<file path="config.mk">
export PLATFORM = sky130hd
export DESIGN_NAME = alu_core
export DESIGN_NICKNAME = d
export VERILOG_FILES = /design/src/rtl/alu_pkg.sv /design/src/rtl/alu_addsub.sv /design/src/rtl/alu_logic.sv /design/src/rtl/alu_zero_detect.sv /design/src/rtl/alu_core.sv
export SDC_FILE = /design/constraint.sdc
export NUM_CORES = 1
export LEC_CHECK = 0
export BUFFER_PORTS_ARGS = -buffer_cell sky130_fd_sc_hd__buf_2
export CORE_MARGIN = 2
export CORE_UTILIZATION = 45
export DETAILED_ROUTE_END_ITERATION = 8
export GPL_ROUTABILITY_DRIVEN = 0
export PLACE_DENSITY = 0.72
export SYNTH_ARGS = -nofsm -noshare
export SYNTH_HDL_FRONTEND = slang
export SYNTH_SLANG_ARGS = --single-unit
</file>
<file path="constraint.sdc">
create_clock -name vclk -period 5.7
set_input_delay 0.285 -clock vclk [all_inputs]
set_output_delay 0.285 -clock vclk [all_outputs]
set_load 0.02 [all_outputs]
</file>
<file path="src/rtl/alu_pkg.sv">
package alu_pkg;
  localparam logic [2:0] OP_AND = 3'b000;
  localparam logic [2:0] OP_OR  = 3'b001;
  localparam logic [2:0] OP_ADD = 3'b010;
  localparam logic [2:0] OP_SUB = 3'b110;
  localparam logic [2:0] OP_SLT = 3'b111;

  // Signed overflow of a sum, given the sign bits of the two addends and of the sum
  function automatic logic fn_add_ovf(input logic sa, input logic sb, input logic ss);
    return (sa == sb) && (ss != sa);
  endfunction

  // Signed less-than from the sign of the difference, corrected by overflow
  function automatic logic fn_less(input logic diff_sign, input logic ovf);
    return diff_sign ^ ovf;
  endfunction
endpackage

</file>
<file path="src/rtl/alu_addsub.sv">
module alu_addsub #(
  parameter int WIDTH = 32
) (
  input  logic [WIDTH-1:0] a_i,
  input  logic [WIDTH-1:0] b_i,
  input  logic             sub_i,
  output logic [WIDTH-1:0] sum_o,
  output logic             ovf_o,
  output logic             less_o
);
  import alu_pkg::*;
  logic [WIDTH-1:0] b_eff;
  logic [WIDTH-1:0] cin_w;

  always_comb begin
    b_eff  = sub_i ? ~b_i : b_i;
    cin_w  = '0;
    cin_w[0] = sub_i;
    sum_o  = a_i + b_eff + cin_w;
    ovf_o  = fn_add_ovf(a_i[WIDTH-1], b_eff[WIDTH-1], sum_o[WIDTH-1]);
    less_o = fn_less(sum_o[WIDTH-1], ovf_o);
  end
endmodule

</file>
<file path="src/rtl/alu_logic.sv">
module alu_logic #(
  parameter int WIDTH = 32
) (
  input  logic [WIDTH-1:0] a_i,
  input  logic [WIDTH-1:0] b_i,
  input  logic             sel_or_i,
  output logic [WIDTH-1:0] out_o
);
  always_comb begin
    out_o = sel_or_i ? (a_i | b_i) : (a_i & b_i);
  end
endmodule

</file>
<file path="src/rtl/alu_zero_detect.sv">
module alu_zero_detect #(
  parameter int WIDTH  = 32,
  parameter int ZCHUNK = 8
) (
  input  logic [WIDTH-1:0] val_i,
  output logic             zero_o
);
  localparam int NCHUNK = (WIDTH + ZCHUNK - 1) / ZCHUNK;
  localparam int PADW   = NCHUNK * ZCHUNK;

  logic [PADW-1:0]   padded;
  logic [NCHUNK-1:0] chunk_any;

  always_comb begin
    padded = '0;
    padded[WIDTH-1:0] = val_i;
  end

  for (genvar g = 0; g < NCHUNK; g++) begin : g_chunk
    assign chunk_any[g] = |padded[g*ZCHUNK +: ZCHUNK];
  end

  assign zero_o = ~|chunk_any;
endmodule

</file>
<file path="src/rtl/alu_core.sv">
module alu_core #(
  parameter int WIDTH  = 32,
  parameter int ZCHUNK = 8
) (
  input  logic [WIDTH-1:0] a_i,
  input  logic [WIDTH-1:0] b_i,
  input  logic [2:0]       op_i,
  output logic [WIDTH-1:0] result_o,
  output logic             zero_o
);
  import alu_pkg::*;

  logic [WIDTH-1:0] sum_w;
  logic             ovf_w;
  logic             less_w;
  logic [WIDTH-1:0] logic_w;
  logic [WIDTH-1:0] slt_w;

  alu_addsub #(.WIDTH(WIDTH)) u_addsub (
    .a_i(a_i), .b_i(b_i), .sub_i(op_i[2]),
    .sum_o(sum_w), .ovf_o(ovf_w), .less_o(less_w)
  );

  alu_logic #(.WIDTH(WIDTH)) u_logic (
    .a_i(a_i), .b_i(b_i), .sel_or_i(op_i[0]), .out_o(logic_w)
  );

  always_comb begin
    slt_w    = '0;
    slt_w[0] = less_w;
    case (op_i)
      OP_AND, OP_OR:  result_o = logic_w;
      OP_ADD, OP_SUB: result_o = sum_w;
      OP_SLT:         result_o = slt_w;
      default:        result_o = '0;
    endcase
  end

  alu_zero_detect #(.WIDTH(WIDTH), .ZCHUNK(ZCHUNK)) u_zero (
    .val_i(result_o), .zero_o(zero_o)
  );
endmodule

</file>
---- Word level (Yosys, flattened, before mapping) ----
Index checks and enable logic that the tools add are counted.
word-level totals
  output and inout bits ................... 33
  input bits .............................. 67
  latch bits .............................. 0
  memories kept ........................... 0
  word-level logic and storage cells ...... 21
  ROM bits ................................ 0
  RAM bits ................................ 0
  bits in registers ....................... 0
cells by class
  multipliers ............................. 0
  equal/unequal tests ..................... 6
  reduce and logical (&&, ||, !) cells .... 6
  magnitude comparators ................... 0
  add/subtract/negate cells ............... 2
  shift-type cells ........................ 0
  divide/modulo/power cells ............... 0
  mux-type cells .......................... 3
  bitwise operators ....................... 4
operators with widths
  cell                                                             number
  32-bit case mux with 3 select lines                              1
  32-bit 2-to-1 mux                                                2
  32-bit by 1-bit adder with 32-bit output                         1
  32-bit adder                                                     1
  32-bit AND                                                       1
  32-bit inverter                                                  1
  32-bit bitwise OR                                                1
  32-bit OR reduction                                              1
  3-bit == test, second input constant                             2
  2-bit OR reduction                                               2
  3-bit by 1-bit == test with 1-bit output, second input constant  1
  3-bit by 2-bit == test with 1-bit output, second input constant  1
  3-bit zero test                                                  1
  1-bit == test                                                    1
  1-bit logical AND                                                1
  1-bit zero test                                                  1
  1-bit inequality test                                            1
  1-bit XOR                                                        1

---- Logic depth before layout (Yosys ltp) ----
  word-level depth ........................ 10
  mapped depth ............................ 15
  mapped depth without buffers ............ 13

---- Cells and area by module ----
From an unflattened synthesis, not the netlist that was laid out.
second synthesis, totals
  cells, all modules ...................... 390
  area, all modules ....................... 2966.6 µm²
modules (own cells, without submodules)
  module           instances  area each (µm²)  sequential area each (µm²)  cells an instance
  alu_addsub       1          2117.0           0.0                         301
  alu_logic        1          391.6            0.0                         35
  alu_core         1          385.4            0.0                         43
  alu_zero_detect  1          72.6             0.0                         11

---- Least setup slack after synthesis ----
Ideal clock, no wire load.
  kind .................................... in2out
  from .................................... input op_i[2]
  to ...................................... output zero_o
  required time ........................... 5.415 ns
  setup slack ............................. 1.431 ns
  stages on the path ...................... 13
  arrival ................................. 3.984 ns
  buffers on the path ..................... 2
  cell sequence ........................... buf_4 > clkbuf_1 > xor2_1 > fa_1 > a21o_1 > a221oi_2 > nor4_2 > o21a_1 > o311ai_2 > o311ai_1 > or4_1 > nor4_1 > and3b_1
on the way
  elaborated cells on any way between the ends .. 17
  classes of those cells .................. add/sub: 2; eq/ne: 6; mux: 2; bitwise: 1; reduce/logical: 6
RTL lines
  what                                      line                   text
  start, declared                           alu_core.sv:7          input logic [2:0] op_i,
  32-bit 2-to-1 mux                         alu_addsub.sv:16       b_eff = sub_i ? ~b_i : b_i;
  32-bit adder                              alu_addsub.sv:19       sum_o = a_i + b_eff + cin_w;
  32-bit by 1-bit adder with 32-bit output  alu_addsub.sv:19
  32-bit case mux with 3 select lines *     alu_core.sv:31         case (op_i)
  net result_o[28]                          alu_core.sv:8          output logic [WIDTH-1:0] result_o,
  32-bit OR reduction *                     alu_zero_detect.sv:23  assign zero_o = ~|chunk_any;
  1-bit zero test *                         alu_zero_detect.sv:23
  end, declared                             alu_core.sv:9          output logic zero_o
The timed path passes the listed nets; every way through them passes the cells marked *.

---- Worst setup path in the final report ----
  from .................................... input op_i[2]
  to ...................................... output zero_o
on the way
  longest elaborated chain between the ends .. 9
  elaborated cells on any way between the ends .. 17
  classes of those cells .................. add/sub: 2; eq/ne: 6; mux: 2; bitwise: 1; reduce/logical: 6
ends and longest elaborated chain
  what                                      line                   text
  32-bit 2-to-1 mux                         alu_addsub.sv:16
  32-bit adder                              alu_addsub.sv:19
  32-bit by 1-bit adder with 32-bit output  alu_addsub.sv:19
  1-bit inequality test                     alu_pkg.sv:10          return (sa == sb) && (ss != sa);
  1-bit logical AND                         alu_pkg.sv:10
  1-bit XOR                                 alu_pkg.sv:15          return diff_sign ^ ovf;
  32-bit case mux with 3 select lines *     alu_core.sv:31
  32-bit OR reduction *                     alu_zero_detect.sv:23
  1-bit zero test *                         alu_zero_detect.sv:23
Mark *: on every way between the ends. The rest lies on a longest branch, timed or not.

==> results.md <==
- Slew Limit Fails: 0
- Die Ht: ~86 um
- CP endpoint kind: output port
- CP max stage delay: between 500 and 600 ps
- Synthesis-to-layout area growth: 16.7%
- Status: finished, final reports clean
- Most frequent cells in the layout: 100 x buf_2, 52 x nand2_1, 41 x xor2_1
- Fill count: between 600 and 700
- Io pins: 100
- Max cap viols: 0
- Sequential cell area: 0 um^2
- Ys Warns: 0
- Syn_nets: around 540
- Sequential area share after synthesis: 0%
- Library cells used by synthesis: between 60 and 70
- Critical Path Fanout Max: 21
- Setup Fix Bufs, Post-CTS: 0
- Sequential power share: 0%
- Post_cts resized: 0
- Syn Inst Count: between 400 and 500
- Antenna fix cells: 0
- Ratio of cells with drive above 1 in the final layout: between 20 and 25%
- Cell row count: 29
- Post-layout nets: ~620
- Vias in the first global route: 3278
- Worst hold path type: input pin to output port
- WL per Instance: 15.6 um
- RSZ-0062 raised after global routing: no
- Critical path class: input pin to output port
- Critical Path AT: between 4000 and 5000 ps
- Synthesized area: between 3000 and 4000 um^2
- Post-Route Utilization: between 50% and 60%
- Seq cells: 0
- PwrDens: 152 nW/um^2
- Area leader, netlist: ha_1
- Slew @ Worst Pin: a little under 900 ps
- NetSw: 321 uW
- Final setup violating endpoints: 0
- Die X-Extent: 86.3 um
- GRT Residual Overflow: 0
- Die area: 7440 um^2
- CP max stage cell: or4_1
- HPWL Detailed: between 7 and 8 mm
- Crit path cell chain: buf_2 -> xor2_1 -> fa_1 -> a21o_1 -> a221oi_2 -> xor2_1 -> o21ai_0 -> nor4_1 -> nand4b_1 -> or4_1 -> nor4_1 -> and3b_1 -> buf_2
- Internal power: ~220 uW
- Commonest non-fill, non-tap cell in the layout: buf_2
- Setup TNS: 0 ps
- Fin. Hold Viols: 0
- Post-route antenna net violation count: 0
- Comb power frac: 100.0%
- Startpoint Class: input pin
- Design Power: 541 uW
- Final period util: slightly below 80%
- Clk network pwr share: 0%
- DR iter-0 viols: ~170
- VDD IR max: 79.3 uV
- Switching share of power: roughly 59%
- Hold-fix buffers at CTS: 0
- Total Wirelength: approximately 9.2 mm
- Largest net degree at the start of global routing: between 40 and 50
- Total GRT Usage: a little under a quarter
- Effective utilization at floorplan: roughly 47%
- Post-DR vias/cell: about 6.1
- Yosys top cell area share: 13.6%
- Pre-CTS WS: roughly 1200 ps
- FMAX: 221 MHz
- Rel. slew slack: between 40% and 50%
- Vias: roughly 3600
- LEAKAGE: approximately 1.6 nW
- Worst EP required: between 5000 and 6000 ps
- Final WS setup: 1180 ps
- Ranking of synthesized cells by area: ha_1 14%, xor2_1 12%, maj3_1 8.9%
- DR pass1 iterations: 4
- Port bufs: 100
- Syn Area/Cell: between 7 and 8 um^2
- Initial antenna violation count: 0
- Worst hold margin: ~1000 ps
- First-pass GRT wire length: 14.8 mm
- Core ar.: approximately 6500 um^2
- DRC: 0
- Min cycle time layout: around 4500 ps
- Clock Buffer Count: 0
[per-stage QoR]
step | instances | cell area, um^2
6_report | 590 | 3550
5_1_grt | 590 | 3550
4_1_cts | 590 | 3550
3_5_place_dp | 590 | 3550
3_3_place_gp | 590 | 3550
2_1_floorplan | 435 | 3050
[cells by family (layout without fill, tap and decap cells)]
family	count (synthesis)	count (layout)	share of synthesized area [%]
AO/OA/AOI/OAI	147	147	32.5
XOR/XNOR	57	57	16.4
adder cells (fa/ha/maj)	61	61	23.1
buffers and inverters	32	110	4.64
multiplexers	2	2	0.657
AND/OR/NAND/NOR	136	136	22.8
[layout make-up]
cell class	count	area (um^2)	share of cell area [%]
tap	77	96.3	2.71
inverter	6	22.5	0.634
timing repair buffer	104	531	14.9
multi-input combinational	403	2900	81.7
[power groups by stage]
stage / Sequential (mW) / Clock (mW) / Combinational (mW)
3_5_place_dp: 0 / 0 / 0.533
3_3_place_gp: 0 / 0 / 0.526
5_1_grt: 0 / 0 / 0.591
2_1_floorplan: 0 / 0 / 0.393
4_1_cts: 0 / 0 / 0.536
6_report: 0 / 0 / 0.541
[worst max-delay path: cells and delay by family]
| family | cells | cell delay, ps |
|---|---|---|
| fa+ha+maj | 1 | 450 |
| compound gates | 3 | 750 |
| simple gates | 5 | 1740 |
| buf+inv | 2 | 600 |
| xor+xnor | 2 | 380 |
[Yosys cell counts (5+ instances only)]
master,number
nor2b_1,5
or3_1,5
o21a_1,10
o211ai_1,5
clkbuf_1,16
xor2_1,41
nand3_1,7
ha_1,33
inv_1,6
nand4_1,10
o21ai_0,34
nand2_1,52
a21oi_1,36
xnor2_1,16
nor2_1,20
a21o_1,17
nor3_1,9
buf_2,5
maj3_1,27
a31oi_1,6
[path summary, 6_finish.rpt]
kind | from | to | cells after the start
max | op_i[2] | zero_o | 13
min | b_i[2] | result_o[2] | 4
[metal layers]
layer / vias up / global-route usage, % / share of wire [%]
met5: - / 0 / 0
met4: 0 / 4.26 / 1.3
met1: 1656 / 32.1 / 46
met3: 10 / 0.571 / 4.8
met2: 124 / 41.5 / 48
li1: 1787 / - / -
(Power assumes the default switching activity.)
